[src/rtl/adc_cap_pkg.sv]
package adc_cap_pkg;

  localparam int SAMPLE_W = 14;

  function automatic int ceil_div(input int num, input int den);
    return (num + den - 1) / den;
  endfunction

  function automatic int max2(input int a, input int b);
    return (a > b) ? a : b;
  endfunction

  // Total system clocks occupied by the serial frame (both fields).
  function automatic int frame_clks(input int half_div, input int lead);
    return 2 * (lead + SAMPLE_W) * 2 * half_div;
  endfunction

  // Strobe spacing actually used: never faster than the rate limit
  // and never shorter than the frame plus strobe and result cycles.
  function automatic int eff_period(input int req, input int sys_hz,
                                    input int max_hz, input int half_div,
                                    input int lead);
    return max2(max2(req, ceil_div(sys_hz, max_hz)),
                frame_clks(half_div, lead) + 2);
  endfunction

endpackage

[src/rtl/adc_cap_timer.sv]
module adc_cap_timer #(
  parameter int PERIOD     = 150,
  parameter int FRAME_CLKS = 128,
  parameter int HALF       = 2
) (
  input  logic clk,
  input  logic hold,
  output logic conv,
  output logic sclk,
  output logic cap_evt,
  output logic end_evt
);
  localparam int CW     = $clog2(PERIOD);
  localparam int BITCLK = 2 * HALF;
  localparam int PW     = $clog2(BITCLK);

  logic [CW-1:0] slot;
  logic [PW-1:0] phase;
  logic          in_frame;

  assign in_frame = (slot != '0) && (slot <= CW'(FRAME_CLKS));
  assign cap_evt  = in_frame && (phase == PW'(HALF));
  assign end_evt  = (slot == CW'(FRAME_CLKS + 1));

  always_ff @(posedge clk) begin
    if (hold) begin
      slot  <= '0;
      phase <= '0;
      conv  <= 1'b0;
      sclk  <= 1'b0;
    end else begin
      slot <= (slot == CW'(PERIOD - 1)) ? '0 : slot + 1'b1;
      conv <= (slot == '0);
      if (in_frame) begin
        sclk  <= (phase >= PW'(HALF));
        phase <= (phase == PW'(BITCLK - 1)) ? '0 : phase + 1'b1;
      end else begin
        sclk  <= 1'b0;
        phase <= '0;
      end
    end
  end
endmodule

[src/rtl/adc_cap_shifter.sv]
module adc_cap_shifter #(
  parameter int SW   = 14,
  parameter int LEAD = 2
) (
  input  logic          clk,
  input  logic          rst,
  input  logic          shift_en,
  input  logic          din,
  output logic [SW-1:0] field_a,
  output logic [SW-1:0] field_b
);
  localparam int KEEP = 2 * SW + LEAD;

  logic [KEEP-1:0] sreg;

  always_ff @(posedge clk) begin
    if (rst)           sreg <= '0;
    else if (shift_en) sreg <= {sreg[KEEP-2:0], din};
  end

  assign field_a = sreg[KEEP-1 -: SW];
  assign field_b = sreg[SW-1:0];
endmodule

[src/rtl/adc_cap_out.sv]
module adc_cap_out #(
  parameter int SW = 14,
  parameter int OW = 16
) (
  input  logic          clk,
  input  logic          rst,
  input  logic          hold,
  input  logic          end_evt,
  input  logic [SW-1:0] field_a,
  input  logic [SW-1:0] field_b,
  output logic [OW-1:0] ch_a,
  output logic [OW-1:0] ch_b,
  output logic          valid
);
  logic prime;
  logic publish;

  assign publish = end_evt && !prime;

  always_ff @(posedge clk) begin
    if (hold) begin
      prime <= 1'b1;
      valid <= 1'b0;
    end else begin
      valid <= publish;
      if (end_evt) prime <= 1'b0;
    end
  end

  always_ff @(posedge clk) begin
    if (rst) begin
      ch_a <= '0;
      ch_b <= '0;
    end else if (!hold && publish) begin
      ch_a <= {{(OW-SW){field_a[SW-1]}}, field_a};
      ch_b <= {{(OW-SW){field_b[SW-1]}}, field_b};
    end
  end
endmodule

[src/rtl/adc_pair_capture.sv]
module adc_pair_capture
  import adc_cap_pkg::*;
#(
  parameter int SYS_CLK_HZ  = 125_000_000,
  parameter int MAX_RATE_HZ = 1_500_000,
  parameter int SCLK_DIV    = 2,
  parameter int LEAD_BITS   = 2,
  parameter int CONV_PERIOD = 150,
  parameter int OUT_W       = 16,
  parameter int N_OTHER     = 2
) (
  input  logic               clk,
  input  logic               rst,
  input  logic               enable,
  input  logic               miso,
  output logic               conv,
  output logic               sclk,
  output logic [N_OTHER-1:0] other_cs_n,
  output logic [OUT_W-1:0]   ch_a,
  output logic [OUT_W-1:0]   ch_b,
  output logic               valid
);
  localparam int SW         = SAMPLE_W;
  localparam int FRAME_CLKS = frame_clks(SCLK_DIV, LEAD_BITS);
  localparam int PERIOD     = eff_period(CONV_PERIOD, SYS_CLK_HZ, MAX_RATE_HZ,
                                         SCLK_DIV, LEAD_BITS);

  // Named internal events, visible to the bound checker.
  logic          hold;
  logic          cap_evt;
  logic          end_evt;
  logic [SW-1:0] field_a;
  logic [SW-1:0] field_b;

  assign hold       = rst | ~enable;
  assign other_cs_n = '1;

  adc_cap_timer #(
    .PERIOD    (PERIOD),
    .FRAME_CLKS(FRAME_CLKS),
    .HALF      (SCLK_DIV)
  ) u_timer (
    .clk    (clk),
    .hold   (hold),
    .conv   (conv),
    .sclk   (sclk),
    .cap_evt(cap_evt),
    .end_evt(end_evt)
  );

  adc_cap_shifter #(
    .SW  (SW),
    .LEAD(LEAD_BITS)
  ) u_shift (
    .clk     (clk),
    .rst     (rst),
    .shift_en(cap_evt),
    .din     (miso),
    .field_a (field_a),
    .field_b (field_b)
  );

  adc_cap_out #(
    .SW(SW),
    .OW(OUT_W)
  ) u_out (
    .clk    (clk),
    .rst    (rst),
    .hold   (hold),
    .end_evt(end_evt),
    .field_a(field_a),
    .field_b(field_b),
    .ch_a   (ch_a),
    .ch_b   (ch_b),
    .valid  (valid)
  );
endmodule

[config.mk]
export PLATFORM = sky130hd
export DESIGN_NAME = adc_pair_capture
export DESIGN_NICKNAME = d
export VERILOG_FILES = /design/src/rtl/adc_cap_pkg.sv /design/src/rtl/adc_cap_timer.sv /design/src/rtl/adc_cap_shifter.sv /design/src/rtl/adc_cap_out.sv /design/src/rtl/adc_pair_capture.sv
export SDC_FILE = /design/constraint.sdc
export NUM_CORES = 1
export LEC_CHECK = 0
export ABC_AREA = 1
export BUFFER_PORTS_ARGS = -buffer_cell sky130_fd_sc_hd__clkbuf_2
export CORE_MARGIN = 2
export CORE_UTILIZATION = 49
export CTS_CLUSTER_SIZE = 25
export DETAILED_ROUTE_END_ITERATION = 6
export MAX_ROUTING_LAYER = met4
export PLACE_DENSITY = 0.69
export SLEW_MARGIN = 0
export SYNTH_ARGS = -nofsm -noshare
export SYNTH_HDL_FRONTEND = slang
export SYNTH_SLANG_ARGS = --single-unit
[constraint.sdc]
create_clock -name clk -period 3 [get_ports clk]
set_input_delay 0.15 -clock clk [delete_from_list [all_inputs] [get_ports clk]]
set_output_delay 0.15 -clock clk [all_outputs]
set_load 0.005 [all_outputs]
==> out/results.ini, run 1 <==
[status]
status = finished, final reports clean

[worst_setup_path]
slowest_stage = dfxtp_1
worstReg2RegStart = u_timer.slot[0]
cp_top_family = simple AND/OR/NAND/NOR gates
cp-end-kind = flip-flop
cp.required_ns = 3.24
worst-setup-path-type = flip-flop to flip-flop
r2r-end = u_out.ch_b[8]
cp_max_fo = 32
rrSetupSlack_ns = 1.02
cp.arrival_ns = 2.22
path_buf_inv = 1
crit_path_cell_trace = ha_1, nand3_1, nor2_2, nand3_2, buf_4, o21ai_0, nor2_1
reg2regPathDepth = 7
crit_start = u_timer.slot[0]
crit_path_start_kind = flip-flop
cpPeakStageDelay_ns = 0.42

[logic_synthesis]
syn_inst = 498
synth_cell_types = 22
syn_area_mm2 = 0.003302
syn_area_per_cell_um2 = 6.630
ys_ff_latch = 72
ys_seq_area_share_pct = 43.65
ys_warn_count = 0

[clock_network]
clk_pin_slew_ns = 0.07
root_buffer = clkbuf_8
cts-hold-fix-buffers = 0
clk_latency_ns = 0.35
htree_levels = 3
post_cts_buffers = 0
cts_made_buffers = 9
cts.repair.resized = 0
cts.sinks = 72
cts_buffer_depth = 2
cts_tree = yes

[hold_path]
hold_end = u_timer.conv
min_path_cells = 3
hp-class = input pin to flip-flop
hp-start = enable

[finish]
layout-drive-gt1-share_pct = 11.72
final_cells = 606
regArea_mm2 = 0.001441
diodes = 0
mostFrequentLayoutCells = inv_1 (132), nand2_1 (104), nor2_1 (72), dfxtp_1 (72), clkbuf_2 (38)
fillers = 646
area_growth_pct = 11.06
layout.nets = 533
final_common_cell = inv_1
multi_input_area_mm2 = 0.001192

[sta]
setup_viol = 0
fin_setup_tns_ns = 0
min_period_ns = 1.980
fin_worst_skew_ns = 0.007061
fin_crit_sh_pct = 65.99
slew_headroom_pct = 62.03
rsz0062_at_grt = no
slew_violations = 0
fmax_ghz = 0.5051
hold_violations = 0
tightest_slew_ns = 0.5658

[place]
hpwl_mm = 3.514
place.gp.congestion = 0.7945
dpl.cell_count = 590
port_buffers = 38

[floorplanning]
start_util_pct = 51.41
die_h_um = 86.09
rows = 29
core-area_mm2 = 0.006422
die_w_um = 86.09
fp.dieArea_mm2 = 0.007411
io_pins = 41

[route]
detail_route.wl_per_cell_um = 9.274
met3_length_um = 230
highest_layer = met4
wl_met2_mm = 2.534
wl_met1_mm = 2.782
vias = 2728
drtAntennaViolNets = 0
post_drt_via_cell_ratio = 4.502
drt_iter0_markers = 163
dr.pass1.iters = 4
drt_wl_total_mm = 5.620
drc_errors = 0

[global_routing]
grt_pass1_vias = 2418
antenna_found_initial = 0
grt_overflow = 0
grt_pass1_wl_mm = 10.10
track_usage_pct = 17.35
grt_max_degree = 59

[pwr]
powerDensity_mw_per_mm2 = 487.0
leakagePower_nw = 1.815
irDropWorstVdd_mv = 0.3628

[run]
maxCapViolations = 0

==> worst reg2reg max path: cells and delay by family (launching register included) <==
family | cells | cell delay (ns)
buffers and inverters | 1 | 0.41
AND/OR/NAND/NOR | 4 | 0.68
AO/OA/AOI/OAI | 1 | 0.19
adder cells (fa/ha/maj) | 1 | 0.19
flip-flops | 1 | 0.42
==> kinds of logic after synthesis <==
family | synth area share [%]
flops | 43.65
simple gates | 27.81
fa+ha+maj | 1.895
buf+inv | 20.50
xor+xnor | 0.5306
other cells | 0.1136
compound gates | 5.494
==> registers in the layout (all words and copies together), names as in the netlist <==
register / flops
u_shift.sreg: 30
u_out.ch_a: 14
u_out.ch_b: 14
u_timer.slot: 8
u_timer.phase: 2
u_out.prime: 1
u_out.valid: 1
u_timer.conv: 1
u_timer.sclk: 1
==> final cells by class <==
class | count | share of cell area, %
Timing Repair Buffer | 44 | 6.414
Tap cell | 77 | 2.627
Clock inverter | 3 | 1.092
Multi-Input combinational cell | 263 | 32.51
Sequential cell | 72 | 39.30
Inverter | 134 | 13.72
Clock buffer | 13 | 4.333
==> cell usage after synthesis <==
library cell,instances,area (µm²)
nor3_1,1,5.000
clkbuf_1,7,26.28
o2111a_1,1,11.26
buf_6,3,33.78
nor4_1,1,6.260
dfxtp_1,72,1441
buf_2,10,50.05
o21ai_0,13,65.06
inv_1,132,495.5
nor2_2,1,6.260
nand3_1,8,40.04
nand2_1,104,390.4
o21ai_1,18,90.09
buf_1,3,11.26
nand4_1,32,200.2
buf_4,7,52.55
xor2_1,2,17.52
conb_1,1,3.750
a21oi_1,3,15.01
inv_2,2,7.510
nor2_1,72,270.3
ha_1,5,62.56
==> routing by layer <==
layer	GRT usage (%)	vias to the layer above
li1	-	1505
met1	20.08	1171
met2	27.70	43
met3	6.930	9
met4	5.195	0
met5	-	-
==> where the power goes <==
| group | leakage, nW | total (mW) | switching, mW | internal, mW |
|---|---|---|---|---|
| Combinational | 1.13 | 0.0612 | 0.0428 | 0.0183 |
| Clock | 0.103 | 0.763 | 0.336 | 0.427 |
| Sequential | 0.580 | 0.961 | 0.00254 | 0.959 |
| Total | 1.82 | 1.79 | 0.382 | 1.40 |
==> worst max path at each step <==
| stage | endpoint | slack [ns] | depth (start not counted) |
|---|---|---|---|
| floorplan | u_out.ch_a[10] | 1.55 | 8 |
| global placement | u_out.ch_b[5] | 1.03 | 7 |
| detailed placement | u_out.ch_b[8] | 0.96 | 7 |
| CTS | u_out.ch_b[8] | 0.97 | 7 |
| global route | u_out.ch_b[5] | 0.77 | 7 |
| finish | u_out.ch_b[8] | 1.02 | 7 |
==> stage by stage <==
step           utilization [%]  worst slack, ns  hold slack (ns)  area (µm²)  power [mW]
3_5_place_dp             54.00           0.9622           0.4345        3468       1.045
3_3_place_gp             54.00            1.034           0.4238        3468       1.044
2_1_floorplan                -            1.545           0.3217        3306       1.033
4_1_cts                  57.10           0.9671          0.08546        3667       1.816
6_report                 57.10            1.020          0.09943        3667       1.786
5_1_grt                  57.10           0.7740           0.1120        3667       1.862
No activity file was read; power rests on OpenSTA's default activity.
==> run 2: changes to the inputs <==
--- a/config.mk
+++ b/config.mk
@@ -5,14 +5,14 @@
 export SDC_FILE = /design/constraint.sdc
 export NUM_CORES = 1
 export LEC_CHECK = 0
-export ABC_AREA = 1
+export ABC_AREA = 0
 export BUFFER_PORTS_ARGS = -buffer_cell sky130_fd_sc_hd__clkbuf_2
 export CORE_MARGIN = 2
 export CORE_UTILIZATION = 49
 export CTS_CLUSTER_SIZE = 25
 export DETAILED_ROUTE_END_ITERATION = 6
 export MAX_ROUTING_LAYER = met4
-export PLACE_DENSITY = 0.69
+export PLACE_DENSITY = 0.73
 export SLEW_MARGIN = 0
 export SYNTH_ARGS = -nofsm -noshare
 export SYNTH_HDL_FRONTEND = slang
==> constraint.sdc (replaced) <==
create_clock -name clk -period 1.7 [get_ports clk]
set_input_delay 0.085 -clock clk [delete_from_list [all_inputs] [get_ports clk]]
set_output_delay 0.085 -clock clk [all_outputs]
set_load 0.005 [all_outputs]
==> run 2 against run 1 <==
Against the previous run: synthesized cell count fell by 46%; clock skew fell by 0.0010 ns; combinational power rose by 25%; worst setup slack got worse by 0.90 ns; critical endpoint is now u_shift.sreg[4].
==> out/results.ini, run 2 <==
[logic_synthesis]
syn_area_mm2 = 0.002846  ; -14%
syn_area_per_cell_um2 = 10.58  ; +60%
synth_top_family_by_area = simple AND/OR/NAND/NOR gates
synth_xor_xnor_area_share_pct = 1.231  ; +0.70 points
ys_warn_count = 0  ; unchanged
netlist_top_cells_count = dfxtp_1 (72), nand2b_1 (33), mux2i_1 (31)
synthAdderAreaFrac_pct = 2.198  ; +0.30 points
yosys.area_share.simple_pct = 21.27  ; -6.5 points
yosysTopAreaCell = dfxtp_1
ys.flop_type = dfxtp_1
synth_cell_types = 37  ; +68%
synth_top_area_share_pct = 50.64  ; +7.0 points
synthTopCellsByArea = dfxtp_1 (51%), mux2i_1 (11%), nand3b_1 (7.6%), nand2b_1 (7.3%), o21ai_0 (5.1%)
synthMuxAreaShare_pct = 11.43  ; +11 points
ys_ff_latch = 72  ; unchanged
syn_inst = 269  ; -46%
synth_enable_flop_cells = 0  ; unchanged
synth_compound_area_share_pct = 6.989  ; +1.5 points
postSynth.asyncResetShare_pct = 0  ; unchanged
ys_seq_area_share_pct = 50.64  ; +7.0 points
synth.most_common_cell = dfxtp_1

[place]
place_ws_ns = 0.1410  ; -0.8212 ns
hpwl_mm = 3.063  ; -13%
place.gp.congestion = 0.8138  ; +2.4%
port_buffers = 38  ; unchanged

[floorplanning]
rows = 27  ; -6.9%
fp.dieArea_mm2 = 0.006434  ; -13%
die_w_um = 80.22  ; -6.8%
start_util_pct = 51.07  ; -0.35 points
die_h_um = 80.22  ; -6.8%
core-area_mm2 = 0.005574  ; -13%
io_pins = 41  ; unchanged

[clock_network]
cts.repair.resized = 0  ; unchanged
cts_buffer_depth = 2  ; unchanged
clk_pin_slew_ns = 0.07  ; about the same
post_cts_buffers = 0  ; unchanged
root_buffer = clkbuf_8
cts.sinks = 72  ; unchanged
htree_levels = 3  ; unchanged
clk_latency_ns = 0.34  ; about the same
cts_made_buffers = 9  ; unchanged
cts_tree = yes

[worst_setup_path]
cp.depth = 6  ; -1
r2r-end = u_shift.sreg[4]
cp-end-kind = flip-flop
slowest_stage = dfxtp_1
endpoint = u_shift.sreg[4]
cp_top_family = multiplexers
crit_start = u_timer.slot[1]
worstReg2RegStart = u_timer.slot[1]
reg2regPathDepth = 6  ; -1
cp_max_fo = 10  ; -69%
crit_path_start_kind = flip-flop
rrSetupSlack_ns = 0.12  ; -0.90 ns
cpPeakStageDelay_ns = 0.39  ; -0.03 ns
crit_path_cell_trace = inv_1, ha_1, and3_4, mux2_4, buf_4, mux2i_1
worst-setup-path-type = flip-flop to flip-flop
cp.arrival_ns = 1.80  ; -0.42 ns
cp.required_ns = 1.92  ; -1.32 ns
path_buf_inv = 2  ; +1

[sta]
fmax_ghz = 0.6311  ; +25%
fin_crit_sh_pct = 93.21  ; +27 points
fin_setup_tns_ns = 0  ; unchanged
setup_ws_ns = 0.1154  ; -0.9048 ns
rsz0062_at_grt = no
hold_violations = 0  ; unchanged
slew_violations = 0  ; unchanged
fin_worst_skew_ns = 0.006060  ; -0.001002 ns
min_period_ns = 1.585  ; -0.3952 ns
setup_viol = 0  ; unchanged

[finish]
top_register = u_shift.sreg
layout.nets = 317  ; -41%
mostFrequentLayoutCells = dfxtp_1 (72), clkbuf_2 (38), nand2b_1 (33)
fillers = 490  ; -24%
reg_top3 = u_shift.sreg x30, u_out.ch_a x14, u_out.ch_b x14
regArea_mm2 = 0.001441  ; unchanged
diodes = 0  ; unchanged
multi_input_area_mm2 = 0.001235  ; +3.6%
final_common_cell = dfxtp_1
largest_reg_flops = 30  ; unchanged
layout-drive-gt1-share_pct = 22.44  ; +11 points
area_growth_pct = 16.70

[pwr]
powerDensity_mw_per_mm2 = 1006  ; +110%
comb_power_share_pct = 2.3  ; -1.1 points
power_switching_uw = 633.6  ; +66%
irDropWorstVdd_mv = 0.4981  ; +37%
internal-power_mw = 2.709  ; +93%
switching_share_pct = 18.96  ; -2.4 points
p_clk_share_pct = 47.1  ; +4.3 points
leakagePower_nw = 1.294  ; -29%
power_frac_seq_pct = 50.7  ; -3.1 points

[global_routing]
track_usage_pct = 16.78  ; -0.57 points
grt_overflow = 0  ; unchanged
grt_pass1_vias = 1741  ; -28%
grt_pass1_wl_mm = 7.969  ; -21%
antenna_found_initial = 0  ; unchanged
grt_max_degree = 60  ; +1.7%

[route]
detail_route.wl_per_cell_um = 12.31  ; +33%
post_drt_via_cell_ratio = 5.063  ; +12%
drc_errors = 0  ; unchanged
drt_iter0_markers = 99  ; -39%
drtAntennaViolNets = 0  ; unchanged
drt_wl_total_mm = 4.726  ; -16%
vias = 1944  ; -29%
dr.pass1.iters = 4  ; unchanged

[run]
maxCapViolations = 0  ; unchanged

[hold_path]
hp-start = miso
min_path_cells = 3  ; unchanged
hp-class = input pin to flip-flop

[status]
status = finished, final reports clean

-- run 2: layer usage --
metal,up-vias,global-route usage [%],part of all wire (%)
li1,993,-,-
met1,904,21.34,51
met2,35,23.42,43
met3,12,5.281,3.8
met4,0,9.661,2.6
met5,-,-,0
-- run 2: power by group through the flow --
stage	Sequential [mW]	Clock, mW	Combinational [mW]
after floorplan	1.73	0	0.0599
after global placement	1.73	0	0.0766
after detailed placement	1.73	0	0.0762
after CTS	1.69	1.61	0.0769
after global routing	1.69	1.69	0.0842
final	1.69	1.57	0.0767
-- run 2: worst min path at each step --
stage	end	slack (ns)
2_1_floorplan	u_shift.sreg[0]	0.24
3_3_place_gp	u_shift.sreg[0]	0.36
3_5_place_dp	u_shift.sreg[0]	0.37
4_1_cts	u_shift.sreg[0]	0.009
5_1_grt	u_shift.sreg[0]	0.02
6_report	u_shift.sreg[0]	0.03
-- run 2: layout make-up --
cell class	count	share of cell area, %
inverters	5	0.5650
well taps	72	2.712
clock inverters	2	1.808
multi-input cells	171	37.17
flip-flops and latches	72	43.39
clock buffers	13	5.386
repair buffers	49	8.964
-- run 2: kinds of logic after synthesis --
| logic type | Yosys count |
|---|---|
| and+or+nand+nor | 92 |
| xor gates and xnor gates | 4 |
| adders and majority gates | 5 |
| other | 1 |
| AOI/OAI and AO/OA | 36 |
| buffers and inverters | 27 |
| DFF | 72 |
| muxes | 32 |
-- run 2: stage by stage --
| stage | instance area, µm² | utilization (%) | hold slack, ns | instances | power (mW) |
|---|---|---|---|---|---|
| after CTS | 3322 | 59.60 | 0.008893 | 384 | 3.376 |
| after detailed placement | 3083 | 55.31 | 0.3665 | 369 | 1.808 |
| after global placement | 3083 | 55.31 | 0.3644 | 369 | 1.808 |
| after global routing | 3322 | 59.60 | 0.01708 | 384 | 3.463 |
| after floorplan | 2850 | - | 0.2407 | 270 | 1.793 |
| final | 3322 | 59.60 | 0.02529 | 384 | 3.343 |
-- run 2: worst reg2reg max path: stages (launching register included) --
cell and delay, ns:
dfxtp_1 0.39, inv_1 0.08, ha_1 0.20, and3_4 0.16, mux2_4 0.31, buf_4 0.20
mux2i_1 0.13
-- run 2: timing repair --
| item | CTS | global route |
|---|---|---|
| setup endpoints to repair | 0 | 2 |
| hold buffers | 0 | 0 |
| endpoints found under the hold margin | 0 | 0 |
==> run 3: changes to the inputs <==
--- a/config.mk
+++ b/config.mk
@@ -12,7 +12,7 @@
 export CTS_CLUSTER_SIZE = 25
 export DETAILED_ROUTE_END_ITERATION = 6
 export MAX_ROUTING_LAYER = met4
-export PLACE_DENSITY = 0.73
+export PLACE_DENSITY = 0.76
 export SLEW_MARGIN = 0
 export SYNTH_ARGS = -nofsm -noshare
 export SYNTH_HDL_FRONTEND = slang
==> constraint.sdc (replaced) <==
create_clock -name clk -period 1.7 [get_ports clk]
set_input_delay 0.34 -clock clk [delete_from_list [all_inputs] [get_ports clk]]
set_output_delay 0.34 -clock clk [all_outputs]
set_load 0.005 [all_outputs]
==> run 3 against run 2 <==
Against the previous run: design area is 0.34% lower; clock-buffer cell count decreased by 4; critical path type unchanged; global-route usage increased by 0.72 points; critical endpoint is now u_shift.sreg[18]; fmax decreased by 0.47%; cell count grew 0.52%; sequential power hardly changed; non-clock buffer count grew 1; critical path depth did not move; total power decreased by 7.8%; sequential share of layout area is 0.19 points higher; highest routed layer unchanged; routed wire length increased by 8.8%.
==> out/results.ini, run 3 (synthesized netlist as in run 2, its figures left out) <==
[finish]
diodes = 0  ; unchanged
area_growth_pct = 16.31
final_common_cell = dfxtp_1
mostFrequentLayoutCells = dfxtp_1 (71), clkbuf_2 (38), nand2b_1 (33)
regArea_mm2 = 0.001443  ; about the same
multi_input_area_mm2 = 0.001236  ; +0.10%
reg_top3 = u_shift.sreg x30, u_out.ch_a x14, u_out.ch_b x14
fillers = 478  ; -2.4%
largest_reg_flops = 30  ; unchanged
layout-drive-gt1-share_pct = 23.57  ; +1.1 points
layout.nets = 318  ; +0.32%
top_register = u_shift.sreg

[place]
port_buffers = 38  ; unchanged
place.gp.congestion = 0.8218  ; +0.98%
hpwl_mm = 3.186  ; +4.0%
place_ws_ns = 0.09728  ; -0.04373 ns

[sta]
setup_viol = 0  ; unchanged
fin_worst_skew_ns = 0.006399  ; +0.0003397 ns
fmax_ghz = 0.6281  ; -0.47%
hold_violations = 0  ; unchanged
rsz0062_at_grt = no
fin_crit_sh_pct = 93.65  ; +0.44 points
fin_setup_tns_ns = 0  ; unchanged
min_period_ns = 1.592  ; +0.007529 ns
slew_violations = 0  ; unchanged
setup_ws_ns = 0.1079  ; -0.007529 ns

[global_routing]
track_usage_pct = 17.50  ; +0.72 points
antenna_found_initial = 0  ; unchanged
grt_max_degree = 60  ; unchanged
grt_pass1_vias = 1762  ; +1.2%
grt_overflow = 0  ; unchanged
grt_pass1_wl_mm = 8.369  ; +5.0%

[route]
drt_iter0_markers = 94  ; -5.1%
drtAntennaViolNets = 0  ; unchanged
post_drt_via_cell_ratio = 5.065  ; about the same
detail_route.wl_per_cell_um = 13.32  ; +8.2%
drt_wl_total_mm = 5.140  ; +8.8%
vias = 1955  ; +0.57%
drc_errors = 0  ; unchanged
dr.pass1.iters = 4  ; unchanged

[floorplanning]
start_util_pct = 51.07  ; unchanged
die_w_um = 80.22  ; unchanged
fp.dieArea_mm2 = 0.006434  ; unchanged
rows = 27  ; unchanged
io_pins = 41  ; unchanged
core-area_mm2 = 0.005574  ; unchanged
die_h_um = 80.22  ; unchanged

[pwr]
irDropWorstVdd_mv = 0.4556  ; -8.5%
powerDensity_mw_per_mm2 = 931.2  ; -7.5%
leakagePower_nw = 1.282  ; -0.99%

[clock_network]
htree_levels = 3  ; unchanged
cts-hold-fix-buffers = 0  ; unchanged
root_buffer = clkbuf_8
clk_latency_ns = 0.34  ; about the same
cts_buffer_depth = 2  ; unchanged
clk_pin_slew_ns = 0.07  ; about the same
cts_tree = yes
cts.sinks = 72  ; unchanged
cts_made_buffers = 9  ; unchanged

[worst_setup_path]
crit_path_start_kind = flip-flop
cp_max_fo = 28  ; +18
cp.arrival_ns = 1.84  ; +0.04 ns
cp.required_ns = 1.95  ; +0.03 ns
cp-end-kind = flip-flop
worst-setup-path-type = flip-flop to flip-flop

[hold_path]
hp-class = input pin to flip-flop

[run]
maxCapViolations = 0  ; unchanged

[status]
status = finished, final reports clean

run 3: changes by cell type in the layout (fill, tap and decap cells not counted), sizes merged:
cell / change
clkinv: +4
clkbuf: -2
bufinv: -1
clkinvlp: +2
buf: -1
run 3: worst max-delay path, cell delays in order (launching register included):
cell     delay (ns)
dfxtp_2        0.34
inv_1          0.08
ha_1           0.18
and3_4         0.20
mux2_4         0.31
buf_12         0.18
mux2i_1        0.20
run 3: power by group:
group	leakage, nW	switching [mW]	internal, mW
logic	0.606	0.0363	0.0408
clock network	0.0952	0.636	0.676
registers	0.581	0.00361	1.69
total	1.28	0.676	2.41
run 3: path summary, 6_finish.rpt:
| path | cells past startpoint | startpoint | slack, ns | to |
|---|---|---|---|---|
| worst max-delay path | 6 | u_timer.slot[1] | 0.11 | u_shift.sreg[18] |
| worst min-delay path | 3 | miso | 0.24 | u_shift.sreg[0] |
| worst max register to register | 6 | u_timer.slot[1] | 0.11 | u_shift.sreg[18] |
| worst min register to register | 1 | u_out.prime | 0.45 | u_out.prime |
run 3: area by class of cell:
type,instances,area share [%]
Multi-Input combinational cell,171,37.34
Timing Repair Buffer,50,9.864
Tap cell,72,2.721
Sequential cell,72,43.58
Inverter,5,0.5669
Clock buffer,9,3.741
Clock inverter,7,2.192
run 3: per-stage QoR:
step	instances	power, mW	utilization [%]	hold slack, ns	instance area (µm²)
after floorplan	270	1.793	-	0.4275	2850
after global placement	367	1.808	55.04	0.4360	3068
after detailed placement	367	1.810	55.04	0.4406	3068
after CTS	383	3.126	58.56	0.2282	3264
after global routing	386	3.203	59.39	0.2623	3311
final	386	3.083	59.39	0.2447	3311
run 3: routing by layer:
metal	routed length [µm]	global-route usage, %	up-vias
met5	0	-	-
met4	107	9.153	0
met3	222	4.831	10
met2	2418	26.17	40
met1	2391	21.57	900
li1	-	-	1005
run 3: repair_timing:
action	in CTS	in global routing
resized for setup	0	4
setup buffers	0	1
endpoints found under the setup margin	0	27
